`src/rtl/baud_downcount_pkg.sv`:
```
package baud_downcount_pkg;

  // Strobes from control to datapath, one decision per clock.
  typedef struct packed {
    logic write;      // store wrData into the addressed byte lane
    logic loadCount;  // counter takes the divisor value
    logic decCount;   // counter steps down by one
    logic clearCount; // counter forced to zero (divisor is zero)
    logic pulse;      // end-of-count tick for the next clock
  } brgStrobe_t;

endpackage

```
`src/rtl/baud_downcount_ctrl.sv`:
```
module baud_downcount_ctrl
  import baud_downcount_pkg::*;
(
  input  logic       clk,
  input  logic       rstN,
  input  logic       wrEn,
  input  logic       cntIsOne,
  input  logic       cntIsZero,
  input  logic       divIsZero,
  output brgStrobe_t strb
);

  // Set by any divisor write; forces a load on the following edge.
  logic loadReq;

  always_ff @(posedge clk) begin
    if (!rstN) loadReq <= 1'b0;
    else       loadReq <= wrEn;
  end

  always_comb begin
    strb       = '0;
    strb.write = wrEn;
    if (loadReq) begin
      strb.loadCount = 1'b1;
    end else if (divIsZero) begin
      strb.clearCount = 1'b1;
    end else if (cntIsOne) begin
      strb.loadCount = 1'b1;
      strb.pulse     = 1'b1;
    end else if (cntIsZero) begin
      strb.loadCount = 1'b1;
    end else begin
      strb.decCount = 1'b1;
    end
  end

  AST_WRITE_ARMS_LOAD: assert property (@(posedge clk) disable iff (!rstN)
    wrEn |=> strb.loadCount && !strb.pulse);

endmodule

```
`src/rtl/baud_downcount_dp.sv`:
```
module baud_downcount_dp
  import baud_downcount_pkg::*;
#(
  parameter int CNT_W = 16,
  parameter logic [CNT_W-1:0] RESET_DIV = '0,
  localparam int NUM_BYTES = CNT_W / 8,
  localparam int ADDR_W = (NUM_BYTES > 1) ? $clog2(NUM_BYTES) : 1
) (
  input  logic              clk,
  input  logic              rstN,
  input  brgStrobe_t        strb,
  input  logic [ADDR_W-1:0] wrAddr,
  input  logic [7:0]        wrData,
  output logic              cntIsOne,
  output logic              cntIsZero,
  output logic              divIsZero,
  output logic              baudTick
);

  logic [NUM_BYTES-1:0][7:0] divLatch;
  logic [CNT_W-1:0]          divisor;
  logic [CNT_W-1:0]          count;

  // One latch per byte lane; the highest lane is the upper byte.
  for (genvar b = 0; b < NUM_BYTES; b++) begin : g_lane
    always_ff @(posedge clk) begin
      if (!rstN)
        divLatch[b] <= RESET_DIV[b*8 +: 8];
      else if (strb.write && (wrAddr == ADDR_W'(b)))
        divLatch[b] <= wrData;
    end
  end

  assign divisor = divLatch;

  always_ff @(posedge clk) begin
    if (!rstN)                count <= RESET_DIV;
    else if (strb.loadCount)  count <= divisor;
    else if (strb.clearCount) count <= '0;
    else if (strb.decCount)   count <= count - CNT_W'(1);
  end

  always_ff @(posedge clk) begin
    if (!rstN) baudTick <= 1'b0;
    else       baudTick <= strb.pulse;
  end

  assign cntIsOne  = (count == CNT_W'(1));
  assign cntIsZero = (count == '0);
  assign divIsZero = (divisor == '0);

  AST_TICK_AFTER_ONE: assert property (@(posedge clk) disable iff (!rstN)
    baudTick |-> ($past(count) == CNT_W'(1)) && (count == $past(divisor)));

  AST_STEP_DOWN: assert property (@(posedge clk) disable iff (!rstN)
    strb.decCount |=> count == $past(count) - CNT_W'(1));

  AST_LOAD_TAKES_DIV: assert property (@(posedge clk) disable iff (!rstN)
    strb.loadCount |=> count == $past(divisor));

  AST_SILENT_AT_ZERO: assert property (@(posedge clk) disable iff (!rstN)
    divIsZero |=> !baudTick);

endmodule

```
`src/rtl/baud_downcount.sv`:
```
module baud_downcount
  import baud_downcount_pkg::*;
#(
  parameter int CNT_W = 16,
  parameter logic [CNT_W-1:0] RESET_DIV = '0,
  localparam int NUM_BYTES = CNT_W / 8,
  localparam int ADDR_W = (NUM_BYTES > 1) ? $clog2(NUM_BYTES) : 1
) (
  input  logic              clk,
  input  logic              rstN,
  input  logic              wrEn,
  input  logic [ADDR_W-1:0] wrAddr,
  input  logic [7:0]        wrData,
  output logic              baudTick
);

  brgStrobe_t strb;
  logic       cntIsOne;
  logic       cntIsZero;
  logic       divIsZero;

  baud_downcount_ctrl u_ctrl (
    .clk       (clk),
    .rstN      (rstN),
    .wrEn      (wrEn),
    .cntIsOne  (cntIsOne),
    .cntIsZero (cntIsZero),
    .divIsZero (divIsZero),
    .strb      (strb)
  );

  baud_downcount_dp #(
    .CNT_W     (CNT_W),
    .RESET_DIV (RESET_DIV)
  ) u_dp (
    .clk       (clk),
    .rstN      (rstN),
    .strb      (strb),
    .wrAddr    (wrAddr),
    .wrData    (wrData),
    .cntIsOne  (cntIsOne),
    .cntIsZero (cntIsZero),
    .divIsZero (divIsZero),
    .baudTick  (baudTick)
  );

endmodule

```
`config.mk`:
```
export PLATFORM = sky130hd
export DESIGN_NAME = baud_downcount
export DESIGN_NICKNAME = d
export VERILOG_FILES = /design/src/rtl/baud_downcount_pkg.sv /design/src/rtl/baud_downcount_ctrl.sv /design/src/rtl/baud_downcount_dp.sv /design/src/rtl/baud_downcount.sv
export SDC_FILE = /design/constraint.sdc
export NUM_CORES = 1
export LEC_CHECK = 0
export ABC_AREA = 1
export ABC_CLOCK_PERIOD_IN_PS = 1500
export BUFFER_PORTS_ARGS = -buffer_cell sky130_fd_sc_hd__buf_2
export CORE_UTILIZATION = 47
export CTS_CLUSTER_DIAMETER = 40
export CTS_CLUSTER_SIZE = 40
export DETAILED_ROUTE_END_ITERATION = 7
export GPL_TIMING_DRIVEN = 0
export PLACE_DENSITY = 0.67
export SLEW_MARGIN = 20
export SYNTH_ARGS = -nofsm -noshare
export SYNTH_HDL_FRONTEND = slang
export SYNTH_SLANG_ARGS = --single-unit
```
`constraint.sdc`:
```
create_clock -name clk -period 1.5 [get_ports clk]
set_input_delay 0.075 -clock clk [delete_from_list [all_inputs] [get_ports clk]]
set_output_delay 0.075 -clock clk [all_outputs]
set_load 0.05 [all_outputs]
```
==> results of run 1 <==
[where the power goes]
| group | leakage (nW) | internal [mW] | switching, mW |
|---|---|---|---|
| sequential | 0.282 | 1.15 | 0.236 |
| clock | 0.0353 | 0.227 | 0.307 |
| combinational | 0.678 | 1.43 | 1.81 |
[metrics by stage]
step	area (µm²)	hold WS [ns]	setup TNS, ns	utilization	instances
final	2170	0.00820	0	0.635	333
after global routing	2170	0.00933	-0.813	0.635	333
after CTS	2070	0.00717	0	0.607	332
after detailed placement	1830	0.297	-2.18	0.537	306
after global placement	1830	0.296	-1.94	0.537	306
after floorplan	1720	0.173	0	-	248
[worst max-delay path, cell delays in order, from the launching register on]
cell,delay (ns)
dfxtp_2,0.35
inv_2,0.05
ha_1,0.17
nand2_1,0.07
nor2_2,0.05
nand2_2,0.09
nand3_4,0.11
nor2_4,0.18
buf_6,0.16
nand2_1,0.07
a21oi_2,0.10
[cells by family after synthesis]
group           count (synthesis)  share of synthesized area
simple gates                  147                      0.378
flops                          34                      0.397
compound gates                 32                     0.0956
buf+inv                        22                     0.0591
xor+xnor                       11                     0.0562
fa+ha+maj                       2                     0.0146
[repair_timing]
item | in CTS | in global routing
cloned | 1 | 0
endpoints found under the setup margin | 16 | 20
hold buffers | 8 | 0
pin swaps | 8 | 2
endpoints found under the hold margin | 10 | 0
buffers inserted | 9 | 1
resized for setup | 11 | 27
[path summary, 6_finish.rpt]
kind | start | cells after the start | slack, ns | end
max | u_dp.count[1] | 10 | 0.03 | u_dp.count[4]
min | wrData[6] | 3 | 0.008 | u_dp.divLatch[6]
max reg2reg | u_dp.count[1] | 10 | 0.03 | u_dp.count[4]
min reg2reg | u_dp.divLatch[1] | 2 | 0.48 | u_dp.count[1]
[placed cells by master, fill, tap and decap left out, drive strengths merged, types with 6 or more instances in the layout]
cell type	netlist	layout
nand3	20	20
nand2	54	54
dfxtp	34	34
dlygate4sd3	0	8
o21ai	16	16
clkbuf	1	8
nor2	71	71
inv	16	16
xnor2	6	6
buf	4	27
a21oi	16	16
[state kept, by name, summed over array words and instances (netlist names)]
signal,flops
u_ctrl.loadReq,1
u_dp.baudTick,1
u_dp.count,16
u_dp.divLatch,16
[synthesized netlist by cell type (2+ instances only)]
| library cell | n | share of area |
|---|---|---|
| nor2_1 | 65 | 0.14 |
| nand2_1 | 49 | 0.11 |
| dfxtp_1 | 34 | 0.40 |
| nand3_1 | 18 | 0.053 |
| inv_1 | 16 | 0.035 |
| o21ai_0 | 16 | 0.047 |
| a21oi_1 | 15 | 0.044 |
| xnor2_1 | 6 | 0.031 |
| xor2_1 | 5 | 0.026 |
| nand2_2 | 4 | 0.015 |
| nor2_2 | 3 | 0.011 |
| nor2_4 | 3 | 0.020 |
| buf_6 | 2 | 0.013 |
| ha_1 | 2 | 0.015 |
[per-layer routing]
layer / vias up / routed length [µm] / share of wire
met3: 8 / 129 / 0.032
met1: 718 / 1830 / 0.46
met5: - / 0 / 0
met4: 0 / 79 / 0.020
met2: 31 / 1950 / 0.49
li1: 863 / - / -
[cell type report]
cell class / instances / area, µm² / area share
inverter: 17 / 63.8 / 0.0294
clock inverter: 1 / 5.00 / 0.00231
multi-input combinational: 192 / 1040 / 0.478
sequential: 34 / 687 / 0.317
timing repair buffer: 31 / 226 / 0.104
buffer: 5 / 37.5 / 0.0173
tap: 46 / 57.6 / 0.0265
clock buffer: 7 / 55.1 / 0.0254
==> results.ini, run 1 <==
[status]
status=completed

[setup_path]
worstSetupStartpointType=flop
end_kind=flop
cp.arrival_ns=1.74
path_max_fanout=5
worstSetupPathType=flop to flop
required_ns=1.77

[yosys]
yosysWarnings=0
synth_edf_count=0
ys_seq_area_frac=0.397
ys.flop_type=dfxtp_1
avgSynthCellArea_um2=6.92
synthArstFlopShare=0
syn-num-nets=262
syn_inst=248
synthDistinctLibCells=24
ys_ff_latch=34
syn-cell-area_um2=1720

[drt]
vias_per_cell=4.86
route.detailed.drc=0
drt-initial-drc-count=95
dr.pass1.iters=4
vias=1620
wl_per_cell_um=12.0
ant_nets=0
routed_wl_mm=3.99

[clock_tree]
clock-root-buffer=clkbuf_4
path_clk_slew_ns=0.10
htreeDepth=2
cts_buffers=5
cts_tree=yes
clock_latency_ns=0.33
cts.sinks=34
cts_buffer_depth=2

[floorplan]
die_y_um=62.4
initial_utilization=0.502
die_area_um2=3900
die_w_um=62.4
core_um2=3420
row_count=21
io_pins=13

[global_route]
grtUsageMet3=0.0474
antenna_found_initial=0
met1_usage=0.281
grt_util_met2=0.386
grt_max_degree=11
grt_pass1_vias=1565
grt_remaining_overflow=0
gr-max-usage-layer=met2
grtUsageTotal=0.231
grt_pass1_wl_mm=6.92

[final_layout]
n_antenna_cell=0
area_growth_pct=26.5
final_nets=300
fillCellCount=329
drive_gt1_frac=0.268

[timing]
finalWorstSetupSlack_ns=0.0279
fin_crit_sh=0.981
finalSetupViolations=0
slew_viol_final=0
max_freq_mhz=679
rsz0062_at_grt=true
finClkSkew_ns=0.00622
fin_crit_ns=1.47
relSlewSlack=0.571
timing_worst_slew_pin_value_ns=0.643
hold_viol=0

[hold_path]
hp-class=primary input to flop

[job]
drv_cap=0

[place]
dp_hpwl_mm=2.74
place_ws_ns=-0.199
numPortBuffers=12
routabilityCongestion=0.875

[pwr]
leakage_nw=0.995
finalPower_mw=5.15
power_density_nw_per_um2=2380
peakVddDrop_mv=0.826

(Power assumes the default switching activity.)
==> run 2: changes to the inputs <==
--- a/config.mk
+++ b/config.mk
@@ -8,6 +8,7 @@
 export ABC_AREA = 1
 export ABC_CLOCK_PERIOD_IN_PS = 1500
 export BUFFER_PORTS_ARGS = -buffer_cell sky130_fd_sc_hd__buf_2
+export CORE_MARGIN = 2
 export CORE_UTILIZATION = 47
 export CTS_CLUSTER_DIAMETER = 40
 export CTS_CLUSTER_SIZE = 40
==> results.ini, run 2 (synthesized netlist as in run 1, its figures left out) <==
[global_route]
grt_remaining_overflow=0
grtUsageTotal=0.225
grt_max_degree=12
grt_pass1_wl_mm=7.21
grt_pass1_vias=1598
antenna_found_initial=0

[clock_tree]
clock_latency_ns=0.35
cts_buffer_depth=2
cts_tree=yes
cts.sinks=34
htreeDepth=2
cts_buffers=5
path_clk_slew_ns=0.11
clock-root-buffer=clkbuf_4

[drt]
drt-initial-drc-count=63
ant_nets=0
wl_per_cell_um=12.2
route.detailed.drc=0
dr.pass1.iters=5
vias=1632
routed_wl_mm=4.07
vias_per_cell=4.90

[timing]
finalSetupViolations=4
slew_viol_final=0
fin_crit_sh=1.00
relSlewSlack=0.625
hold_viol=0
rsz0062_at_grt=true
timing_worst_slew_pin_value_ns=0.562
max_freq_mhz=665
final.setup.tns_ns=-0.00717
fin_crit_ns=1.50
finClkSkew_ns=0.0142
finalWorstSetupSlack_ns=-0.00369

[pwr]
swShare=0.460
switching_power_mw=2.36
p_int_mw=2.77
p_clk_frac=0.110
power_density_nw_per_um2=2370
share_comb_of_total_power=0.621
peakVddDrop_mv=0.894
finalPower_mw=5.13
p_seq_frac=0.269
leakage_nw=0.993

[final_layout]
drive_gt1_frac=0.240
layout_common_cells=nor2_1, nand2_1, dfxtp_1
stdcell_count=333
n_antenna_cell=0
final_nets=300
area_growth_pct=26.0
largestRegisters=u_dp.count (16), u_dp.divLatch (16)
layout_commonest_cell=nor2_1

[floorplan]
row_count=21
die_y_um=64.4
core_um2=3420
io_pins=13
die_area_um2=4150
die_w_um=64.4
initial_utilization=0.502

[setup_path]
required_ns=1.77
end_kind=flop
cp.arrival_ns=1.78
path_max_fanout=6
worstSetupStartpointType=flop
worstSetupPathType=flop to flop

[hold_path]
hp-class=primary input to flop

[status]
status=finished, violations left
violations=negative setup slack

[place]
place_ws_ns=-0.205
numPortBuffers=12
place_inst=306
routabilityCongestion=0.904
dp_hpwl_mm=2.72

[job]
drv_cap=0

[run 2: cell count changes in the layout (fill, tap and decap cells not counted), moves of 2 or more]
cell,delta
a21oi_1,+4
a21oi_2,-4
buf_4,-3
buf_6,+2
dfxtp_1,+3
dfxtp_2,-3
[run 2: critical path, stage by stage, from the launching register on]
cell and delay (ns):
dfxtp_2 0.37, inv_2 0.05, ha_4 0.16, nand2_4 0.07
nor2_4 0.05, nand2_2 0.09, nand3_4 0.12, nor2_4 0.20
buf_6 0.15, nand2_1 0.06, a21oi_1 0.11
[run 2: through the flow]
stage                     instance area [µm²]  hold slack (ns)  utilization
after floorplan                          1720            0.173            -
after global placement                   1830            0.296        0.537
after detailed placement                 1830            0.299        0.537
after CTS                                2070           0.0257        0.607
after global routing                     2160           0.0580        0.633
final                                    2160           0.0354        0.633
[run 2: metal layers]
| metal | up-vias | GRT usage | wire length (µm) |
|---|---|---|---|
| li1 | 863 | - | - |
| met2 | 34 | 0.389 | 2030 |
| met5 | - | 0 | 0 |
| met4 | 0 | 0.0718 | 41 |
| met1 | 730 | 0.288 | 1850 |
| met3 | 5 | 0.0365 | 146 |
[run 2: layout make-up]
| type | instances | area (µm²) |
|---|---|---|
| sequential | 34 | 683 |
| clock buffer | 6 | 51.3 |
| tap | 46 | 57.6 |
| multi-input combinational | 192 | 1020 |
| timing repair buffer | 31 | 236 |
| inverter | 17 | 63.8 |
| clock inverter | 2 | 12.5 |
| buffer | 5 | 37.5 |
| fill | 313 | 1250 |
[run 2: what timing repair did]
item | CTS | global route
setup endpoints to repair | 15 | 17
pin swaps | 5 | 8
hold buffers | 9 | 0
buffers inserted | 6 | 3
resized for setup | 13 | 19
gates cloned | 1 | 0
hold endpoints to repair | 12 | 0
[run 2: final timing paths]
check	startpoint	endpoint	slack (ns)	cells past startpoint
worst max-delay path	u_dp.count[0]	u_dp.count[9]	-0.004	10
worst min-delay path	rstN	u_dp.divLatch[2]	0.04	3
worst max register to register	u_dp.count[0]	u_dp.count[9]	-0.004	10
worst min register to register	u_ctrl.loadReq	u_dp.baudTick	0.49	1
[run 2: power by group through the flow]
stage                     clock network, mW  registers [mW]  logic [mW]
after CTS                             0.572            1.34        2.87
after global placement                    0            1.35        2.49
after detailed placement                  0            1.35        2.51
final                                 0.564            1.38        3.19
after global routing                  0.607            1.41        3.62
after floorplan                           0            1.32        2.11
==> run 3: changes to the inputs <==
--- a/config.mk
+++ b/config.mk
@@ -9,12 +9,11 @@
 export ABC_CLOCK_PERIOD_IN_PS = 1500
 export BUFFER_PORTS_ARGS = -buffer_cell sky130_fd_sc_hd__buf_2
 export CORE_MARGIN = 2
-export CORE_UTILIZATION = 47
+export CORE_UTILIZATION = 27
 export CTS_CLUSTER_DIAMETER = 40
 export CTS_CLUSTER_SIZE = 40
 export DETAILED_ROUTE_END_ITERATION = 7
 export GPL_TIMING_DRIVEN = 0
-export PLACE_DENSITY = 0.67
 export SLEW_MARGIN = 20
 export SYNTH_ARGS = -nofsm -noshare
 export SYNTH_HDL_FRONTEND = slang
==> results.ini, run 3 (synthesized netlist as in run 1, its figures left out) <==
[status]
status=completed

[clock_tree]
holdBufCountCts=0
path_clk_slew_ns=0.07
cts.sinks=34
cts_buffer_depth=2
clock-root-buffer=clkbuf_8
clock_latency_ns=0.28
cts_tree=yes
cts_buffers=5
htreeDepth=2

[setup_path]
path_buf_inv=2
end_kind=flop
path_max_fanout=5
path_common_cell=nor2_4
worstSetupStartpointType=flop
worstSetupPathType=flop to flop
cp.arrival_ns=1.69
crit_slowest_cell=dfxtp_2
slowest_delay_ns=0.35
critPathTopFamily=simple AND/OR/NAND/NOR gates
required_ns=1.72
cp_cell_sequence=inv_2, ha_4, nand2_4, nor2_4, nand2_2, nand3_4, nor2_4, buf_6, nand2_1, a21oi_2

[drt]
vias=1573
ant_nets=0
route.detailed.drc=0
vias_per_cell=4.41
wl_per_cell_um=11.3
routed_wl_mm=4.02
drt-initial-drc-count=70
dr.pass1.iters=4

[timing]
rsz0062_at_grt=true
max_freq_mhz=679
slew_viol_final=0
fin_crit_ns=1.47
final.setup.tns_ns=0
fin_crit_sh=0.982
relSlewSlack=0.628
timing_worst_slew_pin_value_ns=0.558
finClkSkew_ns=0.00470
finalSetupViolations=0
hold_viol=0

[floorplan]
die_w_um=83.7
io_pins=13
row_count=29
die_area_um2=7010
die_y_um=83.7
initial_utilization=0.275
core_um2=6240

[final_layout]
n_antenna_cell=0
layout_commonest_cell=nor2_1
largestRegisters=u_dp.count (16), u_dp.divLatch (16)
fillCellCount=685
drive_gt1_frac=0.236
seq_area_um2=684
final_nets=293
fin_area_um2=2120
layout_common_cells=nor2_1, nand2_1, dfxtp_1
area_growth_pct=23.9
multi_input_area_um2=997

[hold_path]
hp-class=primary input to flop

[pwr]
finalPower_mw=5.17
power_density_nw_per_um2=2440
peakVddDrop_mv=0.942
leakage_nw=0.970

[place]
numPortBuffers=12
dpl_cell_area_um2=1870
dp_hpwl_mm=2.89
routabilityCongestion=0.778

[global_route]
grtUsageTotal=0.120
grt_max_degree=11
grt_remaining_overflow=0
antenna_found_initial=0
grt_pass1_wl_mm=6.76
grt_pass1_vias=1546

[job]
drv_cap=0

-- run 3: cell types whose count changed in the layout (fill, tap and decap cells not counted), moves of 3 or more --
cell and change:
buf_4 +4, nand2_1 +4, nand2_2 -3, clkbuf_8 +5, dlygate4sd3_1 -9, clkbuf_4 -5
-- run 3: path summary, 6_finish.rpt --
check	from	endpoint	slack (ns)	cells after the start
worst max-delay path	u_dp.count[0]	u_dp.count[8]	0.03	10
worst min-delay path	wrData[6]	u_dp.divLatch[6]	0.03	3
worst max register to register	u_dp.count[0]	u_dp.count[8]	0.03	10
worst min register to register	u_dp.divLatch[1]	u_dp.count[1]	0.49	2
-- run 3: layout make-up --
| cell class | instances | share of cell area |
|---|---|---|
| inverters | 17 | 0.0300 |
| clock buffers | 7 | 0.0406 |
| plain buffers | 5 | 0.0177 |
| repair buffers | 24 | 0.0724 |
| clock inverters | 1 | 0.00236 |
| multi-input cells | 192 | 0.469 |
| flip-flops and latches | 34 | 0.322 |
| well taps | 77 | 0.0453 |
-- run 3: where the power goes --
group	internal, mW	leakage, nW	switching [mW]
combinational	1.38	0.641	1.73
sequential	1.14	0.281	0.228
clock	0.370	0.0482	0.321
total	2.90	0.970	2.28
-- run 3: worst min-delay path: cells and delay by family --
kind,cells,cell delay (ns)
buf+inv,1,0.08
simple gates,2,0.12
-- run 3: what timing repair did --
item                                    in CTS  in global routing
endpoints found under the setup margin      16                 16
pin swaps                                    7                  7
buffers inserted                            11                  0
gates resized for setup                     11                 13
gates cloned                                 1                  0
-- run 3: metrics by stage --
step | hold slack (ns) | util | setup WS [ns] | instances
after floorplan | 0.173 | - | 0.0146 | 248
after global placement | 0.319 | 0.300 | -0.219 | 337
after detailed placement | 0.321 | 0.300 | -0.241 | 337
after CTS | 0.0225 | 0.333 | 0.00632 | 357
after global routing | 0.0418 | 0.340 | -0.0639 | 357
final | 0.0269 | 0.340 | 0.0269 | 357
-- run 3: metal layers --
layer | vias up | track usage | share of wire
li1 | 842 | - | -
met3 | 9 | 0.0218 | 0.032
met5 | - | 0 | 0
met2 | 26 | 0.215 | 0.49
met4 | 0 | 0.0528 | 0.021
met1 | 696 | 0.138 | 0.46
